$ cat src/rtl/tlb_pkg.sv
package tlb_pkg;
  typedef enum logic [1:0] {
    ACC_LOAD  = 2'd0,
    ACC_STORE = 2'd1,
    ACC_FETCH = 2'd2,
    ACC_SPARE = 2'd3
  } acc_e;
endpackage

$ cat src/rtl/tlb_rst_sync.sv
module tlb_rst_sync (
  input  logic clk,
  input  logic rst_n,
  output logic rst_sync_n
);
  logic [1:0] sync_q;

  always_ff @(posedge clk or negedge rst_n) begin
    if (!rst_n) sync_q <= 2'b00;
    else        sync_q <= {sync_q[0], 1'b1};
  end

  assign rst_sync_n = sync_q[1];
endmodule

$ cat src/rtl/tlb_victim.sv
module tlb_victim #(
  parameter int ENTRIES = 8,
  parameter int RSV     = 2,
  localparam int IDX_W  = $clog2(ENTRIES)
) (
  input  logic             clk,
  input  logic             rst_n,
  input  logic             fill_en,
  input  logic             fill_sys,
  output logic [IDX_W-1:0] fill_idx
);
  logic [IDX_W-1:0] usr_q, usr_d, sys_q;
  logic             usr_en;

  assign usr_en = fill_en & ~fill_sys;

  always_comb begin
    usr_d = usr_q;
    if (usr_en) begin
      if (usr_q == IDX_W'(ENTRIES-1)) usr_d = IDX_W'(RSV);
      else                            usr_d = usr_q + IDX_W'(1);
    end
  end

  always_ff @(posedge clk or negedge rst_n) begin
    if (!rst_n)      usr_q <= IDX_W'(RSV);
    else if (usr_en) usr_q <= usr_d;
  end

  generate
    if (RSV > 1) begin : g_sys_rr
      logic [IDX_W-1:0] sys_d;
      logic             sys_en;
      assign sys_en = fill_en & fill_sys;
      always_comb begin
        sys_d = sys_q;
        if (sys_en) begin
          if (sys_q == IDX_W'(RSV-1)) sys_d = '0;
          else                        sys_d = sys_q + IDX_W'(1);
        end
      end
      always_ff @(posedge clk or negedge rst_n) begin
        if (!rst_n)      sys_q <= '0;
        else if (sys_en) sys_q <= sys_d;
      end
    end else begin : g_sys_one
      assign sys_q = '0;
    end
  endgenerate

  assign fill_idx = fill_sys ? sys_q : usr_q;
endmodule

$ cat src/rtl/tlb_entry_store.sv
module tlb_entry_store #(
  parameter int ENTRIES = 8,
  parameter int RSV     = 2,
  parameter int VPN_W   = 20,
  parameter int PID_W   = 6,
  parameter int PFN_W   = 16,
  localparam int IDX_W  = $clog2(ENTRIES)
) (
  input  logic                           clk,
  input  logic                           rst_n,
  input  logic                           fill_en,
  input  logic [IDX_W-1:0]               fill_idx,
  input  logic [VPN_W-1:0]               fill_vpn,
  input  logic [PID_W-1:0]               fill_pid,
  input  logic [PFN_W-1:0]               fill_pfn,
  input  logic                           fill_large,
  input  logic                           fill_user,
  input  logic                           fill_write,
  input  logic                           fill_exec,
  input  logic                           flush,
  input  logic                           inv_en,
  input  logic [PID_W-1:0]               inv_pid,
  input  logic                           dset_en,
  input  logic [IDX_W-1:0]               dset_idx,
  output logic [ENTRIES-1:0]             valid_q,
  output logic [ENTRIES-1:0][VPN_W-1:0]  vpn_q,
  output logic [ENTRIES-1:0][PID_W-1:0]  pid_q,
  output logic [ENTRIES-1:0][PFN_W-1:0]  pfn_q,
  output logic [ENTRIES-1:0]             large_q,
  output logic [ENTRIES-1:0]             user_q,
  output logic [ENTRIES-1:0]             write_q,
  output logic [ENTRIES-1:0]             exec_q,
  output logic [ENTRIES-1:0]             dirty_q
);
  logic [ENTRIES-1:0] valid_d, dirty_d;
  logic               state_en;

  assign state_en = fill_en | flush | inv_en | dset_en;

  always_comb begin
    valid_d = valid_q;
    dirty_d = dirty_q;
    if (dset_en) dirty_d[dset_idx] = 1'b1;
    if (inv_en) begin
      for (int i = RSV; i < ENTRIES; i++)
        if (pid_q[i] == inv_pid) valid_d[i] = 1'b0;
    end
    if (fill_en) begin
      valid_d[fill_idx] = 1'b1;
      dirty_d[fill_idx] = 1'b0;
    end
    if (flush) valid_d = '0;
  end

  always_ff @(posedge clk or negedge rst_n) begin
    if (!rst_n) begin
      valid_q <= '0;
      dirty_q <= '0;
    end else if (state_en) begin
      valid_q <= valid_d;
      dirty_q <= dirty_d;
    end
  end

  always_ff @(posedge clk) begin
    if (fill_en) begin
      vpn_q[fill_idx]   <= fill_vpn;
      pid_q[fill_idx]   <= fill_pid;
      pfn_q[fill_idx]   <= fill_pfn;
      large_q[fill_idx] <= fill_large;
      user_q[fill_idx]  <= fill_user;
      write_q[fill_idx] <= fill_write;
      exec_q[fill_idx]  <= fill_exec;
    end
  end
endmodule

$ cat src/rtl/tlb_match.sv
module tlb_match #(
  parameter int ENTRIES    = 8,
  parameter int RSV        = 2,
  parameter int VPN_W      = 20,
  parameter int PID_W      = 6,
  parameter int LARGE_BITS = 4,
  localparam int IDX_W     = $clog2(ENTRIES)
) (
  input  logic [ENTRIES-1:0]            valid_q,
  input  logic [ENTRIES-1:0][VPN_W-1:0] vpn_q,
  input  logic [ENTRIES-1:0][PID_W-1:0] pid_q,
  input  logic [ENTRIES-1:0]            large_q,
  input  logic [VPN_W-1:0]              lk_vpn,
  input  logic [PID_W-1:0]              lk_pid,
  output logic                          any_match,
  output logic [IDX_W-1:0]              match_idx
);
  localparam logic [VPN_W-1:0] LOW_MASK = VPN_W'((1 << LARGE_BITS) - 1);

  logic [ENTRIES-1:0] match;

  generate
    for (genvar i = 0; i < ENTRIES; i++) begin : g_cmp
      logic [VPN_W-1:0] care;
      logic             vpn_eq, pid_eq;
      assign care   = large_q[i] ? ~LOW_MASK : '1;
      assign vpn_eq = ((vpn_q[i] ^ lk_vpn) & care) == '0;
      if (i < RSV) begin : g_global
        assign pid_eq = 1'b1;
      end else begin : g_private
        assign pid_eq = (pid_q[i] == lk_pid);
      end
      assign match[i] = valid_q[i] & vpn_eq & pid_eq;
    end
  endgenerate

  always_comb begin
    match_idx = '0;
    for (int i = ENTRIES-1; i >= 0; i--)
      if (match[i]) match_idx = IDX_W'(i);
  end

  assign any_match = |match;
endmodule

$ cat src/rtl/asid_tlb.sv
module asid_tlb #(
  parameter int ENTRIES    = 8,
  parameter int RSV        = 2,
  parameter int VPN_W      = 20,
  parameter int PID_W      = 6,
  parameter int PFN_W      = 16,
  parameter int LARGE_BITS = 4
) (
  input  logic             clk,
  input  logic             rst_n,
  input  logic             lk_valid,
  input  logic [VPN_W-1:0] lk_vpn,
  input  logic [PID_W-1:0] lk_pid,
  input  logic [1:0]       lk_acc,
  input  logic             lk_kernel,
  output logic             lk_hit,
  output logic             lk_miss,
  output logic [PFN_W-1:0] lk_pfn,
  output logic             lk_fault,
  output logic             lk_dirty_upd,
  input  logic             fill_valid,
  input  logic             fill_sys,
  input  logic [VPN_W-1:0] fill_vpn,
  input  logic [PID_W-1:0] fill_pid,
  input  logic [PFN_W-1:0] fill_pfn,
  input  logic             fill_large,
  input  logic             fill_user,
  input  logic             fill_write,
  input  logic             fill_exec,
  input  logic             flush_all,
  input  logic             inv_valid,
  input  logic [PID_W-1:0] inv_pid
);
  import tlb_pkg::*;
  localparam int IDX_W = $clog2(ENTRIES);

  logic                          rst_sync_n;
  logic [IDX_W-1:0]              fill_idx, hit_idx;
  logic                          any_match;
  logic [ENTRIES-1:0]            valid_q, large_q, user_q, write_q, exec_q, dirty_q;
  logic [ENTRIES-1:0][VPN_W-1:0] vpn_q;
  logic [ENTRIES-1:0][PID_W-1:0] pid_q;
  logic [ENTRIES-1:0][PFN_W-1:0] pfn_q;
  logic [PFN_W-1:0]              sel_pfn;
  acc_e                          acc;
  logic                          is_store, is_fetch, deny_user, deny_write, deny_exec;

  tlb_rst_sync u_rst (.clk(clk), .rst_n(rst_n), .rst_sync_n(rst_sync_n));

  tlb_victim #(.ENTRIES(ENTRIES), .RSV(RSV)) u_victim (
    .clk(clk), .rst_n(rst_sync_n), .fill_en(fill_valid), .fill_sys(fill_sys),
    .fill_idx(fill_idx)
  );

  tlb_entry_store #(
    .ENTRIES(ENTRIES), .RSV(RSV), .VPN_W(VPN_W), .PID_W(PID_W), .PFN_W(PFN_W)
  ) u_store (
    .clk(clk), .rst_n(rst_sync_n),
    .fill_en(fill_valid), .fill_idx(fill_idx), .fill_vpn(fill_vpn),
    .fill_pid(fill_pid), .fill_pfn(fill_pfn), .fill_large(fill_large),
    .fill_user(fill_user), .fill_write(fill_write), .fill_exec(fill_exec),
    .flush(flush_all), .inv_en(inv_valid), .inv_pid(inv_pid),
    .dset_en(lk_dirty_upd), .dset_idx(hit_idx),
    .valid_q(valid_q), .vpn_q(vpn_q), .pid_q(pid_q), .pfn_q(pfn_q),
    .large_q(large_q), .user_q(user_q), .write_q(write_q), .exec_q(exec_q),
    .dirty_q(dirty_q)
  );

  tlb_match #(
    .ENTRIES(ENTRIES), .RSV(RSV), .VPN_W(VPN_W), .PID_W(PID_W), .LARGE_BITS(LARGE_BITS)
  ) u_match (
    .valid_q(valid_q), .vpn_q(vpn_q), .pid_q(pid_q), .large_q(large_q),
    .lk_vpn(lk_vpn), .lk_pid(lk_pid), .any_match(any_match), .match_idx(hit_idx)
  );

  assign acc      = acc_e'(lk_acc);
  assign is_store = (acc == ACC_STORE);
  assign is_fetch = (acc == ACC_FETCH);

  assign lk_hit  = lk_valid & any_match;
  assign lk_miss = lk_valid & ~any_match;

  // large pages pass the low page-number bits straight into the frame number
  assign sel_pfn = pfn_q[hit_idx];
  assign lk_pfn  = large_q[hit_idx]
                 ? {sel_pfn[PFN_W-1:LARGE_BITS], lk_vpn[LARGE_BITS-1:0]}
                 : sel_pfn;

  assign deny_user  = ~lk_kernel & ~user_q[hit_idx];
  assign deny_write = is_store & ~write_q[hit_idx];
  assign deny_exec  = is_fetch & ~exec_q[hit_idx];
  assign lk_fault   = lk_hit & (deny_user | deny_write | deny_exec);

  assign lk_dirty_upd = lk_hit & is_store & ~lk_fault & ~dirty_q[hit_idx];
endmodule

$ cat config.mk
export PLATFORM = sky130hd
export DESIGN_NAME = asid_tlb
export DESIGN_NICKNAME = d
export VERILOG_FILES = /design/src/rtl/tlb_pkg.sv /design/src/rtl/tlb_rst_sync.sv /design/src/rtl/tlb_victim.sv /design/src/rtl/tlb_entry_store.sv /design/src/rtl/tlb_match.sv /design/src/rtl/asid_tlb.sv
export SDC_FILE = /design/constraint.sdc
export NUM_CORES = 1
export LEC_CHECK = 0
export BUFFER_PORTS_ARGS = -buffer_cell sky130_fd_sc_hd__clkbuf_2
export CELL_PAD_IN_SITES_DETAIL_PLACEMENT = 2
export CELL_PAD_IN_SITES_GLOBAL_PLACEMENT = 2
export CORE_ASPECT_RATIO = 1.1
export CORE_MARGIN = 2
export CORE_UTILIZATION = 44
export CTS_BUF_LIST = sky130_fd_sc_hd__clkbuf_16
export CTS_CLUSTER_DIAMETER = 150
export CTS_CLUSTER_SIZE = 12
export DETAILED_ROUTE_END_ITERATION = 8
export GPL_TIMING_DRIVEN = 0
export PLACE_DENSITY_LB_ADDON = 0.25
export SLEW_MARGIN = 20
export SYNTH_ARGS = -nofsm -noshare
export SYNTH_HDL_FRONTEND = slang
export SYNTH_SLANG_ARGS = --single-unit
export TNS_END_PERCENT = 20
$ cat constraint.sdc
create_clock -name clk -period 5.65 [get_ports clk]
set_input_delay 1.13 -clock clk [delete_from_list [all_inputs] [get_ports clk]]
set_output_delay 1.13 -clock clk [all_outputs]
set_load 0.02 [all_outputs]
==> qor.csv, run 1 <==
stage,metric,value,unit
status,status,finished with violations,
status,failing checks,setup timing,
detailed_routing,metal3 WL,3.64,mm
floorplan,Rows,74,
grt,gr usage total,29.8,%
sta,Worst Tran Pin Value,0.967,ns
setup_path,r2r startpoint,u_store.vpn_q[110]$_DFFE_PP_,
grt,first-pass GRT wire length,84.2,mm
place,input/output buffers,74,
cts,H-tree depth,2,
place,gpl congestion,0.862,
layout,Layout Utilization,54.7,%
setup_path,CP max stage cell,or4_4,
sta,Final setup viols,2,
layout,fraction of layout cells with a size suffix above 1,27.1,%
setup_path,Critical Path Start,lk_vpn[11],
setup_path,Crit Path Category,input pin to output port,
grt,antenna violations before repair,1,
yosys,Syn Nets,1213,
min_path,Tightest Hold Check Type,input pin to asynchronous set/reset pin,
yosys,"Seq/Total Area, Yosys",67.9,%
floorplan,Die Span X,189,um
detailed_routing,DR DRC count,0,
yosys,Synth area leader,edfxtp_1,
detailed_routing,Post-DRT Antenna Nets,0,
job,Max Cap Violations,0,
pwr,sequential share of power,52.0,%
detailed_routing,met2 WL post-DR,30.1,mm
setup_path,Worst R2R Path Depth,11,
cts,latest clock arrival within the worst-skew pair,0.55,ns
floorplan,CORE AREA,37200,um^2
sta,Rel. slew slack,35.5,%
layout,# fillers,3301,
yosys,Mapped Area,16600,um^2
yosys,Cells after Synth,1123,
yosys,ys flop type,edfxtp_1,
pwr,Leakage,6.79,nW
cts,CTS Sinks,380,
sta,final period utilization,100,%
detailed_routing,DR iter-0 viols,1152,
sta,Final Skew,0.0276,ns
place,dpl ws,-1.00,ns
grt,largest net degree at the start of global routing,42,
yosys,Post-synth EDFFs,356,
detailed_routing,Post-Route WL,60.3,mm
sta,final worst setup slack,-0.0137,ns
yosys,Mapped Avg Cell Area,14.8,um^2
sta,fmax,177,MHz
setup_path,CP Launch Type,input pin,
layout,Area Growth Syn to Fin,22.4,%
sta,Fin. Hold Viols,0,
yosys,synth top area cells,"edfxtp_1 (64%), xnor2_1 (9.0%), dfrtp_1 (3.5%), xor2_1 (3.3%), nand4_1 (2.5%)",
layout,Nets,1370,
place,DP HPWL,39.5,mm
detailed_routing,top routing layer in use,met4,
setup_path,crit path buf inv count,5,
setup_path,CP Capture Type,output port,
cts,cts bufs inserted,37,
cts,Root Driver,clkbuf_16,
setup_path,crit-path max FO,10,
setup_path,R2R setup slack,1.80,ns
detailed_routing,vias per cell,6.26,
pwr,clock network power share,34.7,%
yosys,Synth top area share,64.3,%
layout,antenna cells,0,
grt,vias in the first global route,12100,
grt,grt ovf,0,
setup_path,top cell family by delay on the critical path,simple AND/OR/NAND/NOR gates,
cts,Worst-path clk slew,0.06,ns
detailed_routing,Pre-antenna DRT Iters,5,
yosys,Yosys reg bits,380,
cts,hold_buf cts,0,
yosys,Yosys warning total,0,
sta,"Slew Viols, Final",0,
detailed_routing,M1 wire length,23.8,mm
detailed_routing,vias after detailed routing,11200,
floorplan,effective utilization at floorplan,44.7,%
pwr,Net Sw Frac,27.0,%
floorplan,Die H,208,um
cts,Max Buffers Root-to-Sink,3,
pwr,Gate power share,13.4,%
pwr,PwrDens,327,nW/um^2
pwr,P_sw,1.80,mW
yosys,Async SR Flop Fraction,6.32,%
setup_path,critical path's largest stage delay,0.46,ns
setup_path,Crit path required time,4.52,ns
setup_path,Worst Path Arrival,4.53,ns
setup_path,Reg-to-Reg End,u_store.dirty_q[5]$_DFFE_PN0P_,
cts,CTS tree,yes,
floorplan,area of the die,39400,um^2
setup_path,Worst Setup EP,lk_pfn[1],
yosys,Netlist cell types,78,
sta,Period minus WS final,5.66,ns
pwr,Internal Power,4.86,mW
setup_path,CP Depth,14,
floorplan,total I/O pin count,108,
setup_path,critical path cell sequence,buf_4 > xor2_1 > nor4_2 > nand4_1 > buf_4 > or4_4 > and4_4 > o21a_4 > buf_6 > clkbuf_2 > a22oi_1 > o211ai_1 > mux2_2 > clkbuf_2,
pwr,peak supply drop,256,uV
detailed_routing,post-DR wirelength/cell,33.7,um
## cell type report
type                       count  area, um^2  share of cell area (%)
clock inverter                16         116                   0.572
buffer                        51         428                    2.10
inverter                      11        53.8                   0.264
clock buffer                  37         926                    4.55
sequential                   380       11300                    55.5
timing repair buffer         119         900                    4.42
multi-input combinational    680        6020                    29.6
tap                          494         618                    3.04
## cell usage after synthesis, types with 8 or more instances
library cell  count
clkbuf_1         14
nand3_1          23
dfrtp_1          23
xor2_1           63
inv_1            11
buf_2            24
a222oi_1         17
edfxtp_1        356
a221oi_1          8
nor2_1           22
nor4_1           21
o211ai_1         12
a41oi_1           9
and2_1           10
a21oi_1          17
mux2_2            9
xnor2_1         170
nor3_1           17
nand2_1          70
a22oi_1          20
nand4_1          67
## stage by stage
stage	area [um^2]	hold slack (ns)	setup TNS (ns)	instances	power [mW]
after floorplan	16600	0.280	0	1123	3.89
after global placement	17600	0.341	-41.60	1691	4.18
after detailed placement	17900	0.341	-15.92	1703	4.28
after CTS	19500	0.342	-0.0659	1769	6.57
after global routing	20400	0.342	-0.514	1788	6.83
final	20400	0.353	-0.0266	1788	6.66
## per-layer routing
layer	vias up	global-route usage, %
met1	5856	37.8
met4	0	12.8
met3	162	5.36
li1	4624	-
met5	-	0
met2	546	50.4
## registers in the layout, summed over array words and instances, names as in the netlist
register / cells
u_store.dirty_q: 8
u_store.exec_q: 8
u_store.user_q: 8
u_store.pid_q: 36
u_store.valid_q: 8
u_store.large_q: 8
u_rst.sync_q: 2
u_victim.usr_q: 3
u_store.pfn_q: 128
u_victim.sys_q: 3
u_store.vpn_q: 160
u_store.write_q: 8
## worst min-delay path by stage
| stage | startpoint | endpoint | slack [ns] | cells past startpoint |
|---|---|---|---|---|
| after global routing | rst_n | u_rst.sync_q[0]$_DFF_PN0_ | 0.34 | 1 |
| after detailed placement | u_rst.sync_q[0]$_DFF_PN0_ | u_rst.sync_q[1]$_DFF_PN0_ | 0.34 | 0 |
| after global placement | u_rst.sync_q[0]$_DFF_PN0_ | u_rst.sync_q[1]$_DFF_PN0_ | 0.34 | 0 |
| after CTS | rst_n | u_rst.sync_q[0]$_DFF_PN0_ | 0.34 | 1 |
| after floorplan | u_rst.sync_q[1]$_DFF_PN0_ | u_store.dirty_q[0]$_DFFE_PN0P_ | 0.28 | 0 |
| final | rst_n | u_rst.sync_q[1]$_DFF_PN0_ | 0.35 | 1 |
## cells by family after synthesis
kind of cell / Yosys count / share of synthesized area (%)
buf+inv: 63 / 2.03
xor+xnor: 234 / 12.4
flops: 380 / 67.9
compound gates: 147 / 7.33
mux: 11 / 0.730
fa+ha+maj: 2 / 0.150
simple gates: 285 / 9.45
other cells: 1 / 0.0226
## power by group through the flow
stage | clock (mW) | sequential, mW | combinational [mW]
after global routing | 2.41 | 3.48 | 0.937
after CTS | 2.31 | 3.45 | 0.818
final | 2.31 | 3.46 | 0.890
after detailed placement | 0 | 3.50 | 0.782
after global placement | 0 | 3.50 | 0.677
after floorplan | 0 | 3.47 | 0.421
## placed cells by master, fill, tap and decap left out, types with 6 or more instances in the layout
| cell | count |
|---|---|
| a21oi_1 | 16 |
| a222oi_1 | 17 |
| a22o_1 | 7 |
| a22oi_1 | 20 |
| and2_1 | 9 |
| buf_12 | 8 |
| buf_4 | 45 |
| buf_6 | 17 |
| clkbuf_1 | 6 |
| clkbuf_16 | 37 |
| clkbuf_2 | 75 |
| clkbuf_4 | 7 |
| dfrtp_1 | 23 |
| edfxtp_1 | 356 |
| inv_1 | 18 |
| mux2_2 | 8 |
| nand2_1 | 70 |
| nand2b_1 | 7 |
| nand3_1 | 23 |
| nand4_1 | 67 |
| nor2_1 | 17 |
| nor3_1 | 10 |
| nor3_2 | 7 |
| nor4_2 | 12 |
| o211ai_1 | 12 |
| o21ai_0 | 6 |
| or4_4 | 6 |
| xnor2_1 | 128 |
| xnor2_2 | 32 |
| xnor2_4 | 11 |
| xor2_1 | 47 |
| xor2_2 | 11 |
## timing repair
item / in CTS / in global routing
pin swaps: 17 / 33
gates cloned: 0 / 1
resized for setup: 93 / 109
endpoints found under the setup margin: 18 / 18
setup buffers: 13 / 19
No activity file was read; power rests on OpenSTA's default activity.
==> inputs of run 2 (changes only) <==
Settings changed: CORE_UTILIZATION 44 to 40.
Clock period 5.65 ns to 4.6 ns, I/O delays scaled along.
==> run 2 against run 1 <==
  * Total power up 23%
  * Largest power group unchanged
  * Cell count up 4.1%
  * The flow still finishes with violations (setup timing)
  * Die area up 9.8%
  * Sequential cell count unchanged
  * Core utilization down 4.5 points
  * Register-to-register slack worse by 1.0 ns
  * First-iteration DRC count down 25%
  * Wire length down 3.1%
  * Sequential power up 23%
  * Worst hold slack worse by 0.22 ns
  * Sequential share of layout area down 0.67 points
==> qor.csv, run 2 (synthesized netlist as in run 1, its figures left out) <==
stage,metric,value,unit
place,dpl ws,-1.78,ns
layout,# fillers,3775,
cts,Max Buffers Root-to-Sink,3,
layout,most frequent cells in the layout,"edfxtp_1 (356), xnor2_1 (119), nand2_1 (69), nand4_1 (67), clkbuf_2 (63)",
cts,Root Driver,clkbuf_16,
detailed_routing,Post-Route WL,58.5,mm
sta,"Slew Viols, Final",0,
layout,fraction of layout cells with a size suffix above 1,27.0,%
cts,latest clock arrival within the worst-skew pair,0.56,ns
setup_path,Critical Path Start,lk_vpn[5],
cts,H-tree depth,2,
setup_path,Worst R2R Path Depth,15,
setup_path,Crit Path Category,input pin to output port,
grt,largest net degree at the start of global routing,41,
layout,antenna cells,0,
place,area post-placement,18000,um^2
setup_path,Worst Path Arrival,4.29,ns
sta,hold slack,0.131,ns
setup_path,Reg-to-Reg End,u_store.dirty_q[2]$_DFFE_PN0P_,
pwr,Leakage,6.94,nW
grt,gr usage total,27.4,%
cts,cts bufs inserted,37,
place,input/output buffers,74,
detailed_routing,DR DRC count,0,
cts,hold_buf cts,0,
place,DP HPWL,39.6,mm
floorplan,total I/O pin count,108,
grt,first-pass GRT wire length,83.8,mm
layout,"most common cell after layout, fill and taps aside",edfxtp_1,
cts,Worst-path clk slew,0.06,ns
floorplan,CORE AREA,41100,um^2
grt,grt ovf,0,
sta,final worst setup slack,-0.613,ns
layout,max reg flops,160,
floorplan,Die Span X,198,um
setup_path,Worst Setup EP,lk_pfn[1],
detailed_routing,post-DR wirelength/cell,31.4,um
floorplan,Rows,78,
place,gpl congestion,0.833,
layout,Area Growth Syn to Fin,23.9,%
pwr,PwrDens,398,nW/um^2
setup_path,Crit path required time,3.68,ns
sta,Fin. Hold Viols,0,
sta,final period utilization,113,%
cts,CTS tree,yes,
detailed_routing,vias per cell,5.87,
sta,Final setup viols,18,
detailed_routing,DR iter-0 viols,864,
setup_path,CP Capture Type,output port,
sta,RSZ-0062 raised after global routing,true,
floorplan,Die H,218,um
status,failing checks,setup timing,
floorplan,area of the die,43200,um^2
layout,Layout Utilization,50.2,%
sta,setup TNS,-7.82,ns
sta,Rel. slew slack,49.3,%
setup_path,R2R setup slack,0.77,ns
detailed_routing,vias after detailed routing,10900,
detailed_routing,Post-DRT Antenna Nets,0,
layout,post-route design area,20600,um^2
status,status,finished with violations,
detailed_routing,Pre-antenna DRT Iters,5,
layout,register area,11300,um^2
layout,biggest regs,"u_store.vpn_q (160), u_store.pfn_q (128), u_store.pid_q (36)",
grt,antenna violations before repair,1,
sta,fmax,192,MHz
sta,Period minus WS final,5.21,ns
sta,Worst Tran Pin Value,0.750,ns
setup_path,CP Launch Type,input pin,
min_path,Tightest Hold Check Type,input pin to asynchronous set/reset pin,
pwr,peak supply drop,342,uV
setup_path,crit-path max FO,10,
grt,vias in the first global route,12100,
setup_path,r2r startpoint,u_store.vpn_q[118]$_DFFE_PP_,
floorplan,effective utilization at floorplan,40.5,%
cts,CTS Sinks,380,
layout,Nets,1368,
layout,Multi-input gate area,6050,um^2
job,Max Cap Violations,0,
layout,largest reg by FF count,u_store.vpn_q,
sta,Final Skew,0.0173,ns
-- run 2: report_power, final --
group	internal (mW)	leakage, nW	switching, mW
Combinational	0.391	2.79	0.701
Clock	1.57	0.611	1.30
Sequential	4.09	3.54	0.151
-- run 2: stage by stage --
step	cells	total power, mW
after floorplan	1123	4.78
after global placement	1757	5.14
after detailed placement	1769	5.26
after CTS	1851	8.21
after global routing	1861	8.45
final	1861	8.21
-- run 2: critical path: stages --
cell	delay [ns]
buf_4	0.18
xnor2_1	0.27
nand2_1	0.10
nor3b_1	0.41
nand4_1	0.39
nand2_1	0.29
nor2_1	0.21
clkbuf_2	0.30
a222oi_1	0.49
o211ai_1	0.23
mux2_4	0.32
clkbuf_8	0.15
-- run 2: what timing repair did --
item	4_1_cts	5_1_grt
resized for setup	171	69
buffers inserted	21	11
endpoints found under the setup margin	21	18
pin swaps	30	34
-- run 2: final cells by class --
cell class                 instances  share of cell area (%)
buffer                            50                    2.36
sequential                       380                    54.8
multi-input combinational        680                    29.4
clock buffer                      39                    4.74
inverter                          11                   0.261
timing repair buffer             118                    4.49
clock inverter                    23                   0.571
tap                              560                    3.40
-- run 2: worst min-delay path by stage --
stage | from | to | slack [ns] | depth (start not counted)
2_1_floorplan | u_rst.sync_q[1]$_DFF_PN0_ | u_store.dirty_q[0]$_DFFE_PN0P_ | 0.28 | 0
3_3_place_gp | u_rst.sync_q[0]$_DFF_PN0_ | u_rst.sync_q[1]$_DFF_PN0_ | 0.34 | 0
3_5_place_dp | u_rst.sync_q[0]$_DFF_PN0_ | u_rst.sync_q[1]$_DFF_PN0_ | 0.35 | 0
4_1_cts | rst_n | u_rst.sync_q[1]$_DFF_PN0_ | 0.11 | 1
5_1_grt | rst_n | u_rst.sync_q[1]$_DFF_PN0_ | 0.12 | 1
6_report | rst_n | u_rst.sync_q[1]$_DFF_PN0_ | 0.13 | 1
-- run 2: layer usage --
layer / up-vias / track usage (%) / wire, um
met2: 373 / 47.1 / 29700
met5: - / 0 / 13
li1: 4643 / - / -
met3: 106 / 3.91 / 3200
met4: 2 / 10.6 / 2170
met1: 5798 / 35.1 / 23500
==> inputs of run 3 (changes only) <==
Settings changed: CORE_ASPECT_RATIO 1.1 to 1.75.
==> run 3 against run 2 <==
  * The flow still finishes with violations (setup timing)
  * Sequential power barely moved
  * Sequential cell count did not move
  * Via count down 0.76%
  * Critical path type unchanged
  * Critical endpoint is now lk_pfn[2]
==> qor.csv, run 3 (synthesized netlist as in run 1, its figures left out) <==
stage,metric,value,unit
floorplan,total I/O pin count,108,
floorplan,Die Span X,158,um
sta,"Slew Viols, Final",0,
layout,post-route design area,21100,um^2
min_path,Tightest Hold Check Type,input pin to asynchronous set/reset pin,
status,failing checks,setup timing,
layout,"most common cell after layout, fill and taps aside",edfxtp_1,
cts,Root Driver,clkbuf_16,
detailed_routing,top routing layer in use,met4,
pwr,Net Sw Frac,26.7,%
setup_path,Crit Path Category,input pin to output port,
place,area post-placement,18000,um^2
detailed_routing,vias per cell,5.86,
job,Max Cap Violations,0,
sta,RSZ-0062 raised after global routing,true,
setup_path,Crit path required time,3.68,ns
pwr,sequential share of power,51.8,%
sta,Worst Tran Pin Value,0.991,ns
place,input/output buffers,74,
sta,Final Skew,0.0158,ns
grt,largest net degree at the start of global routing,41,
cts,latest clock arrival within the worst-skew pair,0.55,ns
setup_path,CP Launch Type,input pin,
detailed_routing,DR iter-0 viols,710,
pwr,PwrDens,390,nW/um^2
grt,first-pass GRT wire length,85.5,mm
cts,cts bufs inserted,37,
sta,hold slack,0.153,ns
detailed_routing,DR DRC count,0,
floorplan,area of the die,43300,um^2
pwr,Internal Power,6.02,mW
floorplan,CORE AREA,41000,um^2
setup_path,Critical Path Start,lk_vpn[15],
pwr,clock network power share,34.2,%
cts,Worst-path clk slew,0.06,ns
cts,CTS tree,yes,
floorplan,Die H,274,um
cts,H-tree depth,2,
detailed_routing,vias after detailed routing,10800,
layout,largest reg by FF count,u_store.vpn_q,
sta,final worst setup slack,-0.500,ns
sta,Fin. Hold Viols,0,
setup_path,crit-path max FO,8,
pwr,peak supply drop,390,uV
floorplan,effective utilization at floorplan,40.6,%
setup_path,Worst Path Arrival,4.18,ns
sta,fmax,196,MHz
detailed_routing,Post-DRT Antenna Nets,0,
layout,Area Growth Syn to Fin,26.7,%
layout,max reg flops,160,
detailed_routing,Post-Route WL,60.4,mm
place,gpl congestion,0.883,
cts,CTS Sinks,380,
grt,vias in the first global route,12300,
detailed_routing,M1 wire length,20.0,mm
sta,Final setup viols,18,
grt,antenna violations before repair,0,
sta,Rel. slew slack,34.0,%
layout,antenna cells,0,
status,status,finished with violations,
detailed_routing,Pre-antenna DRT Iters,6,
detailed_routing,met2 WL post-DR,33.8,mm
cts,Max Buffers Root-to-Sink,3,
layout,most frequent cells in the layout,"edfxtp_1 (356), xnor2_1 (102), nand2_1 (69), clkbuf_2 (69), nand4_1 (67)",
sta,Period minus WS final,5.10,ns
grt,grt ovf,0,
setup_path,r2r startpoint,u_store.pid_q[40]$_DFFE_PP_,
setup_path,CP Capture Type,output port,
pwr,Leakage,7.08,nW
pwr,P_sw,2.19,mW
detailed_routing,metal3 WL,2.46,mm
grt,gr usage total,27.9,%
floorplan,Rows,98,
layout,Nets,1376,
layout,fraction of layout cells with a size suffix above 1,29.6,%
detailed_routing,post-DR wirelength/cell,32.6,um
layout,biggest regs,"u_store.vpn_q (160), u_store.pfn_q (128), u_store.pid_q (36)",
pwr,Gate power share,14.0,%
sta,final period utilization,111,%
place,DP HPWL,41.9,mm
run 3: cell type report:
class	count	area, um^2
inverters	11	53.8
clock inverters	17	120
well taps	550	688
multi-input cells	680	6450
flip-flops and latches	380	11300
fillers	3735	19900
repair buffers	126	1000
clock buffers	37	926
plain buffers	50	538
run 3: per-stage QoR:
stage	TNS [ns]	instances	utilization [%]	power [mW]	worst slack (ns)
5_1_grt	-8.64	1851	51.4	8.43	-0.588
3_3_place_gp	-183.68	1747	43.2	5.17	-1.78
2_1_floorplan	-0.0728	1123	-	4.78	-0.0507
3_5_place_dp	-25.90	1759	44.0	5.28	-1.46
4_1_cts	-6.68	1841	50.0	8.18	-0.458
6_report	-6.48	1851	51.4	8.21	-0.500
run 3: worst paths after layout:
path / end / slack, ns / cells after the start
max: lk_pfn[2] / -0.50 / 12
max reg2reg: u_store.dirty_q[5]$_DFFE_PN0P_ / 0.86 / 12
min reg2reg: u_rst.sync_q[1]$_DFF_PN0_ / 0.35 / 0
max in group asynchronous: u_store.valid_q[5]$_DFFE_PN0P_ / 3.58 / 0
min in group clk: u_rst.sync_q[1]$_DFF_PN0_ / 0.35 / 0
min: u_rst.sync_q[0]$_DFF_PN0_ / 0.15 / 1
run 3: power groups by stage:
stage	Sequential (mW)	Clock [mW]	Combinational, mW
after floorplan	4.26	0	0.517
after global placement	4.31	0	0.862
after detailed placement	4.30	0	0.979
after CTS	4.24	2.84	1.09
after global routing	4.28	2.95	1.21
final	4.25	2.81	1.15
run 3: critical path, cell delays in order:
cell      delay, ns
buf_12         0.14
xnor2_4        0.24
nand4_1        0.16
or4_4          0.59
or2_2          0.33
nand4_1        0.22
nor3_4         0.11
buf_6          0.15
a222oi_1       0.57
nand3_4        0.22
mux2_4         0.38
buf_8          0.14
run 3: per-layer routing:
metal  track usage (%)  vias up
met3              3.37      148
li1                  -     4646
met2              52.6      374
met5                 0        -
met1              28.7     5671
met4              17.7        0
run 3: repair_timing:
item / 4_1_cts / 5_1_grt
gates resized for setup: 217 / 72
hold buffers: 0 / 0
pin swaps: 41 / 41
setup endpoints to repair: 18 / 18
setup buffers: 29 / 11
cloned: 0 / 0
